<file path="src/rtl/irq_mask_pkg.sv">
package irq_mask_pkg;
  localparam int LVL_W = 2;

  typedef struct packed {
    logic             push;
    logic             pop;
    logic             loadWrite;
    logic [LVL_W-1:0] newLevel;
  } ctrlStrobesT;
endpackage

</file>
<file path="src/rtl/irq_level_arbiter.sv">
module irq_level_arbiter
  import irq_mask_pkg::*;
#(
  parameter int NUM_SRC = 4,
  localparam int IDX_W = (NUM_SRC > 1) ? $clog2(NUM_SRC) : 1
) (
  input  logic                     clk,
  input  logic                     rstN,
  input  logic [NUM_SRC-1:0]       srcReq,
  input  logic [NUM_SRC*LVL_W-1:0] srcLvl,
  input  logic [LVL_W-1:0]         maskLevel,
  input  logic                     intEnable,
  output logic                     found,
  output logic [IDX_W-1:0]         bestIdx,
  output logic [LVL_W-1:0]         bestLvl
);
  logic [NUM_SRC-1:0] eligible;

  for (genvar i = 0; i < NUM_SRC; i++) begin : g_elig
    assign eligible[i] = srcReq[i] && intEnable &&
                         (srcLvl[i*LVL_W +: LVL_W] < maskLevel);
  end

  always_comb begin
    found   = 1'b0;
    bestIdx = '0;
    bestLvl = '0;
    for (int i = 0; i < NUM_SRC; i++) begin
      if (eligible[i] && (!found || srcLvl[i*LVL_W +: LVL_W] < bestLvl)) begin
        found   = 1'b1;
        bestIdx = IDX_W'(i);
        bestLvl = srcLvl[i*LVL_W +: LVL_W];
      end
    end
  end

  AST_PICK_REQUESTED: assert property (@(posedge clk) disable iff (!rstN)
    found |-> (srcReq[bestIdx] && intEnable));
  AST_PICK_BELOW_MASK: assert property (@(posedge clk) disable iff (!rstN)
    found |-> (bestLvl < maskLevel));
endmodule

</file>
<file path="src/rtl/irq_accept_ctrl.sv">
module irq_accept_ctrl
  import irq_mask_pkg::*;
#(
  parameter int NUM_SRC = 4,
  localparam int IDX_W = (NUM_SRC > 1) ? $clog2(NUM_SRC) : 1
) (
  input  logic                     clk,
  input  logic                     rstN,
  input  logic                     nmiReq,
  input  logic [NUM_SRC-1:0]       srcReq,
  input  logic [NUM_SRC*LVL_W-1:0] srcLvl,
  input  logic                     retStrobe,
  input  logic                     wrEn,
  input  logic [LVL_W-1:0]         maskLevel,
  input  logic                     intEnable,
  output ctrlStrobesT              strobes,
  output logic                     acceptPulse,
  output logic                     acceptNmi,
  output logic [IDX_W-1:0]         acceptIdx
);
  logic             found;
  logic [IDX_W-1:0] bestIdx;
  logic [LVL_W-1:0] bestLvl;
  logic             takeNmi;
  logic             takeMask;
  logic             takeAny;

  irq_level_arbiter #(.NUM_SRC(NUM_SRC)) uArb (
    .clk       (clk),
    .rstN      (rstN),
    .srcReq    (srcReq),
    .srcLvl    (srcLvl),
    .maskLevel (maskLevel),
    .intEnable (intEnable),
    .found     (found),
    .bestIdx   (bestIdx),
    .bestLvl   (bestLvl)
  );

  // The cycle after an accept is a dead cycle for the handler entry.
  assign takeNmi  = nmiReq && !acceptPulse;
  assign takeMask = found && !acceptPulse && !nmiReq;
  assign takeAny  = takeNmi || takeMask;

  always_comb begin
    strobes.push      = takeAny;
    strobes.pop       = retStrobe && !takeAny;
    strobes.loadWrite = wrEn && !takeAny && !retStrobe;
    strobes.newLevel  = takeNmi ? '0 : bestLvl;
  end

  always_ff @(posedge clk or negedge rstN) begin
    if (!rstN) begin
      acceptPulse <= 1'b0;
      acceptNmi   <= 1'b0;
      acceptIdx   <= '0;
    end else begin
      acceptPulse <= takeAny;
      acceptNmi   <= takeNmi;
      acceptIdx   <= takeMask ? bestIdx : '0;
    end
  end

  AST_PULSE_GAP: assert property (@(posedge clk) disable iff (!rstN)
    acceptPulse |=> !acceptPulse);
  AST_MASKABLE_NEEDS_EN: assert property (@(posedge clk) disable iff (!rstN)
    (acceptPulse && !acceptNmi) |-> $past(intEnable));
  AST_MASK_TIGHTENS: assert property (@(posedge clk) disable iff (!rstN)
    (acceptPulse && !acceptNmi) |-> (maskLevel < $past(maskLevel)));
  AST_NMI_WINS: assert property (@(posedge clk) disable iff (!rstN)
    (nmiReq && !acceptPulse) |=> (acceptPulse && acceptNmi));
endmodule

</file>
<file path="src/rtl/irq_mask_datapath.sv">
module irq_mask_datapath
  import irq_mask_pkg::*;
#(
  parameter int STACK_DEPTH = 4,
  localparam int CNT_W = $clog2(STACK_DEPTH + 1)
) (
  input  logic             clk,
  input  logic             rstN,
  input  ctrlStrobesT      strobes,
  input  logic [LVL_W-1:0] wrMask,
  input  logic             wrEnable,
  output logic [LVL_W-1:0] maskLevel,
  output logic             intEnable
);
  logic [LVL_W-1:0] stackMem [STACK_DEPTH];
  logic [CNT_W-1:0] stackCnt;
  logic             stackEmpty;

  assign stackEmpty = (stackCnt == '0);

  always_ff @(posedge clk or negedge rstN) begin
    if (!rstN) begin
      maskLevel <= '0;
      intEnable <= 1'b0;
      stackCnt  <= '0;
      for (int k = 0; k < STACK_DEPTH; k++) stackMem[k] <= '0;
    end else if (strobes.push) begin
      maskLevel   <= strobes.newLevel;
      stackMem[0] <= maskLevel;
      for (int k = 1; k < STACK_DEPTH; k++) stackMem[k] <= stackMem[k-1];
      if (stackCnt != CNT_W'(STACK_DEPTH)) stackCnt <= stackCnt + 1'b1;
    end else if (strobes.pop) begin
      if (!stackEmpty) begin
        maskLevel <= stackMem[0];
        for (int k = 0; k < STACK_DEPTH - 1; k++) stackMem[k] <= stackMem[k+1];
        stackMem[STACK_DEPTH-1] <= '0;
        stackCnt <= stackCnt - 1'b1;
      end
    end else if (strobes.loadWrite) begin
      maskLevel <= wrMask;
      intEnable <= wrEnable;
    end
  end

  AST_EN_UNTOUCHED: assert property (@(posedge clk) disable iff (!rstN)
    strobes.push |=> (intEnable == $past(intEnable)));
  AST_EMPTY_POP_HOLDS: assert property (@(posedge clk) disable iff (!rstN)
    (strobes.pop && stackEmpty) |=> $stable(maskLevel));
  AST_CNT_BOUND: assert property (@(posedge clk) disable iff (!rstN)
    stackCnt <= CNT_W'(STACK_DEPTH));
endmodule

</file>
<file path="src/rtl/irq_mask_ctrl.sv">
module irq_mask_ctrl
  import irq_mask_pkg::*;
#(
  parameter int NUM_SRC = 4,
  parameter int STACK_DEPTH = 4,
  localparam int IDX_W = (NUM_SRC > 1) ? $clog2(NUM_SRC) : 1
) (
  input  logic                     clk,
  input  logic                     rstN,
  input  logic                     nmiReq,
  input  logic [NUM_SRC-1:0]       srcReq,
  input  logic [NUM_SRC*LVL_W-1:0] srcLvl,
  input  logic                     retStrobe,
  input  logic                     wrEn,
  input  logic [LVL_W-1:0]         wrMask,
  input  logic                     wrEnable,
  output logic                     acceptPulse,
  output logic                     acceptNmi,
  output logic [IDX_W-1:0]         acceptIdx,
  output logic [LVL_W-1:0]         maskLevel,
  output logic                     intEnable
);
  ctrlStrobesT strobes;

  irq_accept_ctrl #(.NUM_SRC(NUM_SRC)) uCtrl (
    .clk         (clk),
    .rstN        (rstN),
    .nmiReq      (nmiReq),
    .srcReq      (srcReq),
    .srcLvl      (srcLvl),
    .retStrobe   (retStrobe),
    .wrEn        (wrEn),
    .maskLevel   (maskLevel),
    .intEnable   (intEnable),
    .strobes     (strobes),
    .acceptPulse (acceptPulse),
    .acceptNmi   (acceptNmi),
    .acceptIdx   (acceptIdx)
  );

  irq_mask_datapath #(.STACK_DEPTH(STACK_DEPTH)) uDp (
    .clk       (clk),
    .rstN      (rstN),
    .strobes   (strobes),
    .wrMask    (wrMask),
    .wrEnable  (wrEnable),
    .maskLevel (maskLevel),
    .intEnable (intEnable)
  );
endmodule

</file>
<file path="config.mk">
export PLATFORM = sky130hd
export DESIGN_NAME = irq_mask_ctrl
export DESIGN_NICKNAME = d
export VERILOG_FILES = /design/src/rtl/irq_mask_pkg.sv /design/src/rtl/irq_level_arbiter.sv /design/src/rtl/irq_accept_ctrl.sv /design/src/rtl/irq_mask_datapath.sv /design/src/rtl/irq_mask_ctrl.sv
export SDC_FILE = /design/constraint.sdc
export NUM_CORES = 1
export LEC_CHECK = 0
export ABC_CLOCK_PERIOD_IN_PS = 4100
export BUFFER_PORTS_ARGS = -buffer_cell sky130_fd_sc_hd__buf_2
export CAP_MARGIN = 25
export CORE_MARGIN = 3
export CORE_UTILIZATION = 49
export DETAILED_ROUTE_END_ITERATION = 16
export HOLD_SLACK_MARGIN = 0.03
export PLACE_DENSITY = 0.75
export SYNTH_ARGS = -nofsm -noshare
export SYNTH_HDL_FRONTEND = slang
export SYNTH_SLANG_ARGS = --single-unit
</file>
<file path="constraint.sdc">
create_clock -name clk -period 4.1 [get_ports clk]
set_clock_uncertainty 0.15 [all_clocks]
set_input_delay 0.615 -clock clk [delete_from_list [all_inputs] [get_ports clk]]
set_output_delay 0.615 -clock clk [all_outputs]
set_load 0.03 [all_outputs]
</file>
### After elaboration in Yosys (flattened, before gate mapping)

Index checks and enable logic that the tools add are counted.

| word-level totals | value |
|---|---|
| bits in registers | 18 |
| bits in latches | 0 |
| bits in writable memories | 0 |
| ROM bits | 0 |
| input port bits | 20 |
| word-level logic and storage cells | 84 |
| memories kept | 0 |

| cells by class | value |
|---|---|
| $add $sub $neg | 2 |
| $mul | 0 |
| divide/modulo/power cells | 0 |
| magnitude comparators | 7 |
| eq/ne operators | 4 |
| shift operators | 0 |
| mux-type cells | 24 |
| bitwise logic cells | 2 |
| reduce and logical (&&, ||, !) cells | 35 |

Operators with widths:

| kind | count |
|---|---|
| $mux W2 | 12 |
| $mux W8 | 3 |
| $logic_and A1 B1 Y1 | 17 |
| $lt A2 B2 Y1 | 7 |
| $mux W3 | 4 |
| $logic_not A1 Y1 | 7 |
| $ne A3 B3 Y1 const B | 2 |
| $reduce_and A3 Y1 | 2 |
| $mux W1 | 5 |
| $logic_or A1 B1 Y1 | 4 |
| $reduce_and A2 Y1 | 2 |
| $add A3 B1 Y3 const B | 1 |
| $logic_not A3 Y1 | 1 |
| $reduce_bool A3 Y1 | 1 |
| $sub A3 B1 Y3 const B | 1 |
| $ne A2 B1 Y1 const B | 1 |
| $ne A2 B2 Y1 const B | 1 |
| $not A1 Y1 | 2 |
| $reduce_bool A2 Y1 | 1 |

### Depth between registers and ports, before layout

Gate-level depths: netlist of run 1.

| logic depth | value |
|---|---|
| word-level depth | 24 |
| depth in mapped cells | 20 |
| gate-level depth less buffers | 20 |

### Modules after synthesis

From an unflattened synthesis of run 1, not the netlist that was laid out.

| unflattened totals | value |
|---|---|
| cells, all modules | 136 |
| area total of the unflattened synthesis | 1,362.6 sq um |

Modules (own cells, without submodules):

| module | instances | cells each | area an instance (sq um) |
|---|---|---|---|
| irq_mask_datapath | 1 | 67 | 772.0 |
| irq_level_arbiter | 1 | 55 | 409.1 |
| irq_accept_ctrl | 1 | 14 | 181.4 |

### Worst setup path after synthesis of run 1

Ideal clock, no wire load.

| timing | value |
|---|---|
| path type | register to register |
| from | register uDp.maskLevel[1] |
| to | register uDp.maskLevel[1] |
| arrival | 4,102 ps |
| data required time | 3,870 ps |
| slack | -232 ps |
| cell stages (with the launch flop) | 21 |
| path buffers | 0 |
| clock period less this slack | 4,332 ps |
| cell sequence | dfrtp_1 -> inv_1 -> ha_1 -> nand3b_1 -> a21oi_1 -> nand2_1 -> ha_1 -> a21o_1 -> a21oi_1 -> o2bb2ai_1 -> inv_1 -> ha_1 -> o22ai_1 -> a32oi_2 -> mux2i_1 -> ha_1 -> nor3_2 -> a21boi_0 -> a21boi_4 -> mux2_4 -> o22ai_2 |

| on the way | value |
|---|---|
| longest elaborated chain between the ends | 23 |
| elaborated cells between the ends (all ways) | 41 |
| classes of those cells | 7 x order compare; 1 x eq/ne; 11 x mux; 22 x reduce/logical |

RTL lines:

| item | RTL line | source |
|---|---|---|
| start: declaration | irq_mask_datapath.sv:12 | `output logic [LVL_W-1:0] maskLevel,` |
| start signal: assignment | irq_mask_datapath.sv:28 | `maskLevel <= strobes.newLevel;` |
| start signal: assignment | irq_mask_datapath.sv:34 | `maskLevel <= stackMem[0];` |
| start signal: assignment | irq_mask_datapath.sv:40 | `maskLevel <= wrMask;` |
| $lt A2 B2 Y1 | irq_level_arbiter.sv:21 | `(srcLvl[i*LVL_W +: LVL_W] < maskLevel);` |
| $logic_and A1 B1 Y1 | irq_level_arbiter.sv:20 | `assign eligible[i] = srcReq[i] && intEnable &&` |
| $mux W2 / $mux W1 (equally long branches) | irq_level_arbiter.sv:29 | `if (eligible[i] && (!found \|\| srcLvl[i*LVL_W +: LVL_W] < bestLvl)) begin` |
| $lt A2 B2 Y1 / $logic_not A1 Y1 (equally long branches) | irq_level_arbiter.sv:29 |  |
| $logic_or A1 B1 Y1 | irq_level_arbiter.sv:29 |  |
| $logic_and A1 B1 Y1 | irq_level_arbiter.sv:29 |  |
| $mux W2 / $mux W1 (equally long branches) | irq_level_arbiter.sv:29 |  |
| $lt A2 B2 Y1 / $logic_not A1 Y1 (equally long branches) | irq_level_arbiter.sv:29 |  |
| [... 5 more ...] | - |  |
| $logic_and A1 B1 Y1 | irq_level_arbiter.sv:29 |  |
| $mux W1 | irq_level_arbiter.sv:29 |  |
| $logic_and A1 B1 Y1 (2 in a row) | irq_accept_ctrl.sv:42 | `assign takeMask = found && !acceptPulse && !nmiReq;` |
| $logic_or A1 B1 Y1 | irq_accept_ctrl.sv:43 | `assign takeAny = takeNmi \|\| takeMask;` |
| $logic_not A1 Y1 | irq_accept_ctrl.sv:47, irq_accept_ctrl.sv:48 |  |
| $logic_and A1 B1 Y1 (2 in a row) | irq_accept_ctrl.sv:48 | `strobes.loadWrite = wrEn && !takeAny && !retStrobe;` |
| $reduce_bool A3 Y1 (no line) | - |  |
| $reduce_and A2 Y1 (no line) | - |  |

Parallel ways exist; a longest one is shown, timed or not.
A chain may end at the register's enable or synchronous reset.

### Worst setup path in the final report of run 1

| timing | value |
|---|---|
| from | input srcLvl[1] |
| to | register uDp.maskLevel[0] |

| on the way | value |
|---|---|
| longest elaborated chain between the ends | 23 |
| elaborated cells between the ends (all ways) | 35 |
| classes of those cells | 4 x order compare; 1 x eq/ne; 11 x mux; 19 x reduce/logical |

RTL lines:

| item | RTL line | source |
|---|---|---|
| start: declaration | irq_mask_ctrl.sv:12 | `input logic [NUM_SRC*LVL_W-1:0] srcLvl,` |
| $lt A2 B2 Y1 | irq_level_arbiter.sv:21 |  |
| $logic_and A1 B1 Y1 | irq_level_arbiter.sv:20 |  |
| $mux W2 / $mux W1 (equally long branches) | irq_level_arbiter.sv:29 |  |
| $lt A2 B2 Y1 / $logic_not A1 Y1 (equally long branches) | irq_level_arbiter.sv:29 |  |
| $logic_or A1 B1 Y1 | irq_level_arbiter.sv:29 |  |
| $logic_and A1 B1 Y1 | irq_level_arbiter.sv:29 |  |
| $mux W2 / $mux W1 (equally long branches) | irq_level_arbiter.sv:29 |  |
| $lt A2 B2 Y1 / $logic_not A1 Y1 (equally long branches) | irq_level_arbiter.sv:29 |  |
| [... 5 more ...] | - |  |
| $logic_and A1 B1 Y1 | irq_level_arbiter.sv:29 |  |
| $mux W1 | irq_level_arbiter.sv:29 |  |
| $logic_and A1 B1 Y1 (2 in a row) | irq_accept_ctrl.sv:42 |  |
| $logic_or A1 B1 Y1 | irq_accept_ctrl.sv:43 |  |
| $logic_not A1 Y1 | irq_accept_ctrl.sv:47, irq_accept_ctrl.sv:48 |  |
| $logic_and A1 B1 Y1 (2 in a row) | irq_accept_ctrl.sv:48 |  |
| $reduce_bool A3 Y1 (no line) | - |  |
| $reduce_and A2 Y1 (no line) | - |  |

Parallel ways exist; a longest one is shown, timed or not.

==> results.yml, run 1 <==
sta:
  hold_viol_final: 0
  rsz0062_at_grt: "yes"
  setup-tns-final_ps: -158
  final.setup.worst_slack_ps: -88.6
  slew_headroom: 0.701
  tightest_slew_ps: 446
  finalCriticalPeriod_ps: 4190
  setup_viol_count_final: 2
  fin_crit_sh: 1.02
  max_freq_ghz: 0.239
  slew_viol_final: 0
global_route:
  grt_max_degree: 28
  first_global_vias: 1222
  grt_use_total: 0.195
  grt_pass1_wl_um: 5150
  gr-total-overflow: 0
  grt_antenna_before_repair: 0
synthesis:
  synth_area_per_cell_um2: 9.39
  seq_area_frac_synth: 0.345
  yosysWarnings: 0
  synthFlopType: "dfrtp_1"
  synth-edff-count: 0
  syn_nets: 167
  synthDistinctLibCells: 44
  syn_inst: 139
  synthesis.area_um2: 1310
  synthArstFlopShare: 1.00
  synth_seq_cells: 18
setup_path:
  crit_chain: "buf_2 > ha_4 > nand3b_1 > a21oi_2 > nand2_1 > ha_1 > a21o_1 > buf_4 > nor2_1 > o2bb2ai_2 > inv_1 > ha_1 > o22ai_2 > a32oi_2 > mux2i_2 > ha_2 > nor3_2 > a21oi_2 > buf_4 > mux2i_1 > o32ai_1"
  crit_buf_inv: 4
  rr_startpoint: "uDp.maskLevel[1]"
  rrSetupSlack_ps: -70
  cp_slowest_cell: "ha_2"
  crit_fanout: 3
  reg2reg_to: "uDp.maskLevel[0]"
  crit_family: "compound AO/OA/AOI/OAI gates"
  required_ps: 4130
  endpoint_kind: "flip-flop"
  start_kind: "input port"
  path_class: "input port to flip-flop"
  worst_path_largest_cell_delay_ps: 320
  arrival_ps: 4220
  reg2reg_depth: 21
drt:
  firstDrtPassIters: 4
  routed_wl_um: 3180
  ant_nets: 0
  remaining_drc_errors: 0
  vias_per_cell: 5.45
  post_drt_wl_per_cell_um: 14.1
  drtIter0Drc: 36
  vias: 1226
cts:
  clock_latency_ps: 280
  cts.sinks: 18
  cts_buffer_depth: 2
  clk_pin_slew_ps: 110
  cts_hold_buf: 0
  cts_buffers: 3
  h-tree-depth: 1
  cts_tree: "done"
  cts-root-buf: "clkbuf_4"
final_layout:
  syn_to_final_growth_pct: 36.1
  final_util: 0.711
  nets: 224
  drive_gt1_frac: 0.446
  diodes: 0
die:
  rows: 18
  core_area_um2: 2500
  die_area_um2: 3320
  die_x_um: 57.6
  start_util: 0.522
  die_h_um: 57.6
  ioPinCount: 27
power:
  finalPower_w: 0.00105
  irDropWorstVdd_mv: 0.392
  leakage_nw: 0.830
  p_per_area_nw_per_um2: 591
min_path:
  hold_class: "input port to async pin"
status:
  status: "complete, but fails checks"
  violations: "negative setup slack"
placed_design:
  port_buffers: 26
  place_hpwl_um: 2360
  routabilityCongestion: 0.930
run:
  cap_violations: 0
## state kept, by name (all words and copies together) (netlist names)
name and count:
uDp.stackMem 8, uDp.stackCnt 3, uCtrl.acceptIdx 2, uDp.maskLevel 2, uCtrl.acceptNmi 1, uCtrl.acceptPulse 1, uDp.intEnable 1
## metal layers
layer  share of wire  wire, µm  vias up  GRT usage
met3           0.042       135       10     0.0271
met2            0.49      1560       32      0.329
met1            0.44      1390      571      0.255
met4           0.031       100        0     0.0629
met5               0         0        -          0
li1                -         -      613          -
## cells in the mapped netlist (all sizes together) (2+ instances only)
library cell	count	area, µm²
a211o	4	36.3
a211oi	3	27.5
a21boi	3	33.8
a21oi	8	40.0
clkbuf	3	11.3
dfrtp	18	450
ha	7	87.6
inv	7	26.3
mux2	2	26.3
mux2i	8	80.1
nand2	19	71.3
nand2b	6	40.0
nor2	10	37.5
nor3	5	30.0
o21ai	13	65.1
o22a	2	17.5
o22ai	2	18.8
xnor2	2	17.5
## cells by family (layout without fill, tap and decap cells)
kind of cell    after synthesis  count (layout)  synth area share
simple gates                 45              45             0.164
fa+ha+maj                     8               8            0.0825
flops                        18              18             0.345
buf+inv                      11              67            0.0326
compound gates               45              45             0.281
xor+xnor                      2               2            0.0134
mux                          10              10            0.0815
## metrics by stage
stage	std cells	setup WS (ps)	cell area, µm²	hold slack [ps]
finish	225	-88.6	1780	95.8
floorplan	139	-49.8	1310	169
global placement	208	-218	1590	340
global route	225	-271	1780	117
CTS	220	2.62	1700	105
detailed placement	208	-388	1590	359
## cells in the final DEF, fill, tap and decap left out, types with 2 or more instances in the layout
master	n
a211o_1	3
a211oi_1	2
a21oi_1	3
a21oi_2	5
buf_2	26
buf_4	29
clkbuf_4	3
dfrtp_1	17
ha_1	5
inv_1	6
mux2i_1	7
nand2_1	19
nand2b_1	5
nor2_1	10
nor3_1	2
nor3_2	3
o21ai_0	12
o22a_1	2
o22ai_2	2
xnor2_1	2
## power breakdown
| group | switching, W | internal [W] |
|---|---|---|
| clock | 0.0000508 | 0.0000376 |
| sequential | 0.0000598 | 0.000247 |
| combinational | 0.000352 | 0.000303 |
## final cells by class
type	count	area [µm²]
clock buffer	4	26.3
inverter	7	26.3
fill	189	723
timing repair buffer	56	359
sequential	18	452
multi-input combinational	110	876
tap	30	37.5
## worst max-delay path by stage
stage / startpoint / to / depth (start not counted)
CTS: uDp.maskLevel[1] / uDp.maskLevel[1] / 20
finish: srcLvl[1] / uDp.maskLevel[0] / 21
floorplan: srcLvl[1] / uDp.maskLevel[1] / 19
global placement: srcLvl[1] / uDp.maskLevel[1] / 20
global route: uDp.maskLevel[1] / uDp.maskLevel[0] / 21
detailed placement: srcLvl[1] / uDp.maskLevel[1] / 20
## repair_timing
| action | CTS | global route |
|---|---|---|
| pin swaps | 4 | 11 |
| buffers inserted | 8 | 5 |
| hold endpoints to repair | 0 | 0 |
| endpoints found under the setup margin | 2 | 4 |
| resized for setup | 5 | 10 |
No activity file was read; power rests on OpenSTA's default activity.
==> inputs of run 2 (changes only) <==
--- a/config.mk
+++ b/config.mk
@@ -13,6 +13,7 @@
 export DETAILED_ROUTE_END_ITERATION = 16
 export HOLD_SLACK_MARGIN = 0.03
 export PLACE_DENSITY = 0.75
+export RECOVER_POWER = 100
 export SYNTH_ARGS = -nofsm -noshare
 export SYNTH_HDL_FRONTEND = slang
 export SYNTH_SLANG_ARGS = --single-unit
==> run 2 against run 1 <==
Against the previous run:
- the run still ends with negative setup slack left
- maximum frequency decreased by 0.11%
- non-clock buffer count unchanged
- routed wire length decreased by 0.19%
- core utilization decreased by 0.45 points
- cell count unchanged
- largest cell class unchanged
- global-route usage unchanged
- design area decreased by 0.63%
==> results.yml, run 2 (synthesis gave the netlist of run 1 again) <==
setup_path:
  reg2reg_to: "uDp.maskLevel[0]"
  cp.depth: 21
  required_ps: 4130
  arrival_ps: 4220
  crit_buf_inv: 4
  endpoint_kind: "flip-flop"
  path_class: "input port to flip-flop"
  crit_fanout: 3
  worst_path_largest_cell_delay_ps: 320
  rrSetupSlack_ps: -80
  crit_start: "srcLvl[1]"
  cp_slowest_cell: "ha_2"
  crit_end: "uDp.maskLevel[0]"
  start_kind: "input port"
  rr_startpoint: "uDp.maskLevel[1]"
  crit_chain: "buf_2 > ha_4 > nand3b_1 > a21oi_2 > nand2_1 > ha_1 > a21o_1 > buf_4 > nor2_1 > o2bb2ai_2 > inv_1 > ha_1 > o22ai_2 > a32oi_2 > mux2i_2 > ha_2 > nor3_2 > a21oi_2 > buf_4 > mux2i_1 > o32ai_1"
  reg2reg_depth: 21
  crit_family: "compound AO/OA/AOI/OAI gates"
global_route:
  gr-total-overflow: 0
  grt_antenna_before_repair: 0
  grt_max_degree: 28
  grt_use_total: 0.195
  grt_pass1_wl_um: 5150
  first_global_vias: 1222
final_layout:
  ff_latch_area_um2: 452
  drive_gt1_frac: 0.400
  largest_reg_flops: 8
  layout_commonest_cell: "buf_4"
  layoutNonFillerInstCount: 225
  regMostFlops: "uDp.stackMem"
  nets: 224
  multi_input_area_um2: 876
  layout_common_cells: "buf_4, nand2_1, buf_2, dfrtp_1, o21ai_0"
  syn_to_final_growth_pct: 35.3
  num-fill-cells: 192
  diodes: 0
  largestRegisters: "uDp.stackMem: 8 flops, uDp.stackCnt: 3 flops"
cts:
  cts_buffers: 3
  cts.sinks: 18
  cts-root-buf: "clkbuf_4"
  cts_tree: "done"
  clk_pin_slew_ps: 100
  clock_latency_ps: 280
  h-tree-depth: 1
  cts_buffer_depth: 2
  cts_hold_buf: 0
sta:
  final.setup.worst_slack_ps: -93.2
  finalCriticalPeriod_ps: 4190
  max_freq_ghz: 0.238
  fin_crit_sh: 1.02
  tightest_slew_ps: 965
  slew_headroom: 0.357
  setup_viol_count_final: 2
  rsz0062_at_grt: "yes"
  hold_viol_final: 0
  slew_viol_final: 0
drt:
  vias: 1228
  firstDrtPassIters: 4
  post_drt_wl_per_cell_um: 14.1
  routed_wl_um: 3180
  vias_per_cell: 5.46
  remaining_drc_errors: 0
  drtIter0Drc: 33
  ant_nets: 0
placed_design:
  port_buffers: 26
  routabilityCongestion: 0.930
  place_hpwl_um: 2360
  dp.cells: 208
  place_worst_setup_slack_ps: -388
die:
  die_h_um: 57.6
  start_util: 0.522
  core_area_um2: 2500
  ioPinCount: 27
  die_area_um2: 3320
  die_x_um: 57.6
  rows: 18
status:
  violations: "negative setup slack"
  status: "complete, but fails checks"
min_path:
  hold_class: "input port to async pin"
power:
  irDropWorstVdd_mv: 0.385
  p_per_area_nw_per_um2: 591
  leakage_nw: 0.799
  finalPower_w: 0.00104
run:
  cap_violations: 0
## run 2: cell count changes in the layout (fill, tap and decap cells not counted)
| cell | before | now |
|---|---|---|
| clkbuf_1 | 1 | 10 |
| buf_2 | 26 | 17 |
## run 2: stage by stage
stage	TNS (ps)	hold slack (ps)	cell area [µm²]	utilization
after detailed placement	-1250	359	1590	0.636
after CTS	0	105	1700	0.679
after floorplan	-49.8	169	1310	-
after global routing	-734	386	1770	0.706
after global placement	-505	340	1590	0.636
final	-167	306	1770	0.706
## run 2: worst min-delay path by stage
stage | startpoint | to | slack (ps) | cells past startpoint
6_report | rstN | uDp.maskLevel[0] | 310 | 1
5_1_grt | rstN | uDp.stackCnt[0] | 390 | 1
2_1_floorplan | rstN | uCtrl.acceptIdx[0] | 170 | 0
3_3_place_gp | uDp.stackMem[3] | uDp.stackMem[1] | 340 | 2
3_5_place_dp | uDp.stackMem[2] | uDp.stackMem[0] | 360 | 2
4_1_cts | rstN | uDp.stackCnt[0] | 100 | 1
## run 2: cell type report
cell class                      instances  share of cell area
Sequential cell                        18               0.256
Inverter                                7              0.0149
Multi-Input combinational cell        110               0.496
Clock buffer                            4              0.0149
Timing Repair Buffer                   56               0.197
Tap cell                               30              0.0213
## run 2: routing by layer
metal  up-vias  track usage  routed length, µm
met5         -            0                  0
met4         0       0.0629                100
met3        10       0.0271                135
met2        32        0.329               1560
met1       573        0.255               1380
li1        613            -                  -
## run 2: report_power, final
group,switching [W],total (W),internal (W)
logic,0.000353,0.000650,0.000297
registers,0.0000601,0.000307,0.000247
clock network,0.0000500,0.0000877,0.0000376
total,0.000463,0.00104,0.000581
## run 2: repair_timing
action | 4_1_cts | 5_1_grt
resized for setup | 5 | 10
endpoints found under the setup margin | 2 | 4
pin swaps | 4 | 11
hold endpoints to repair | 0 | 0
buffers inserted | 8 | 5
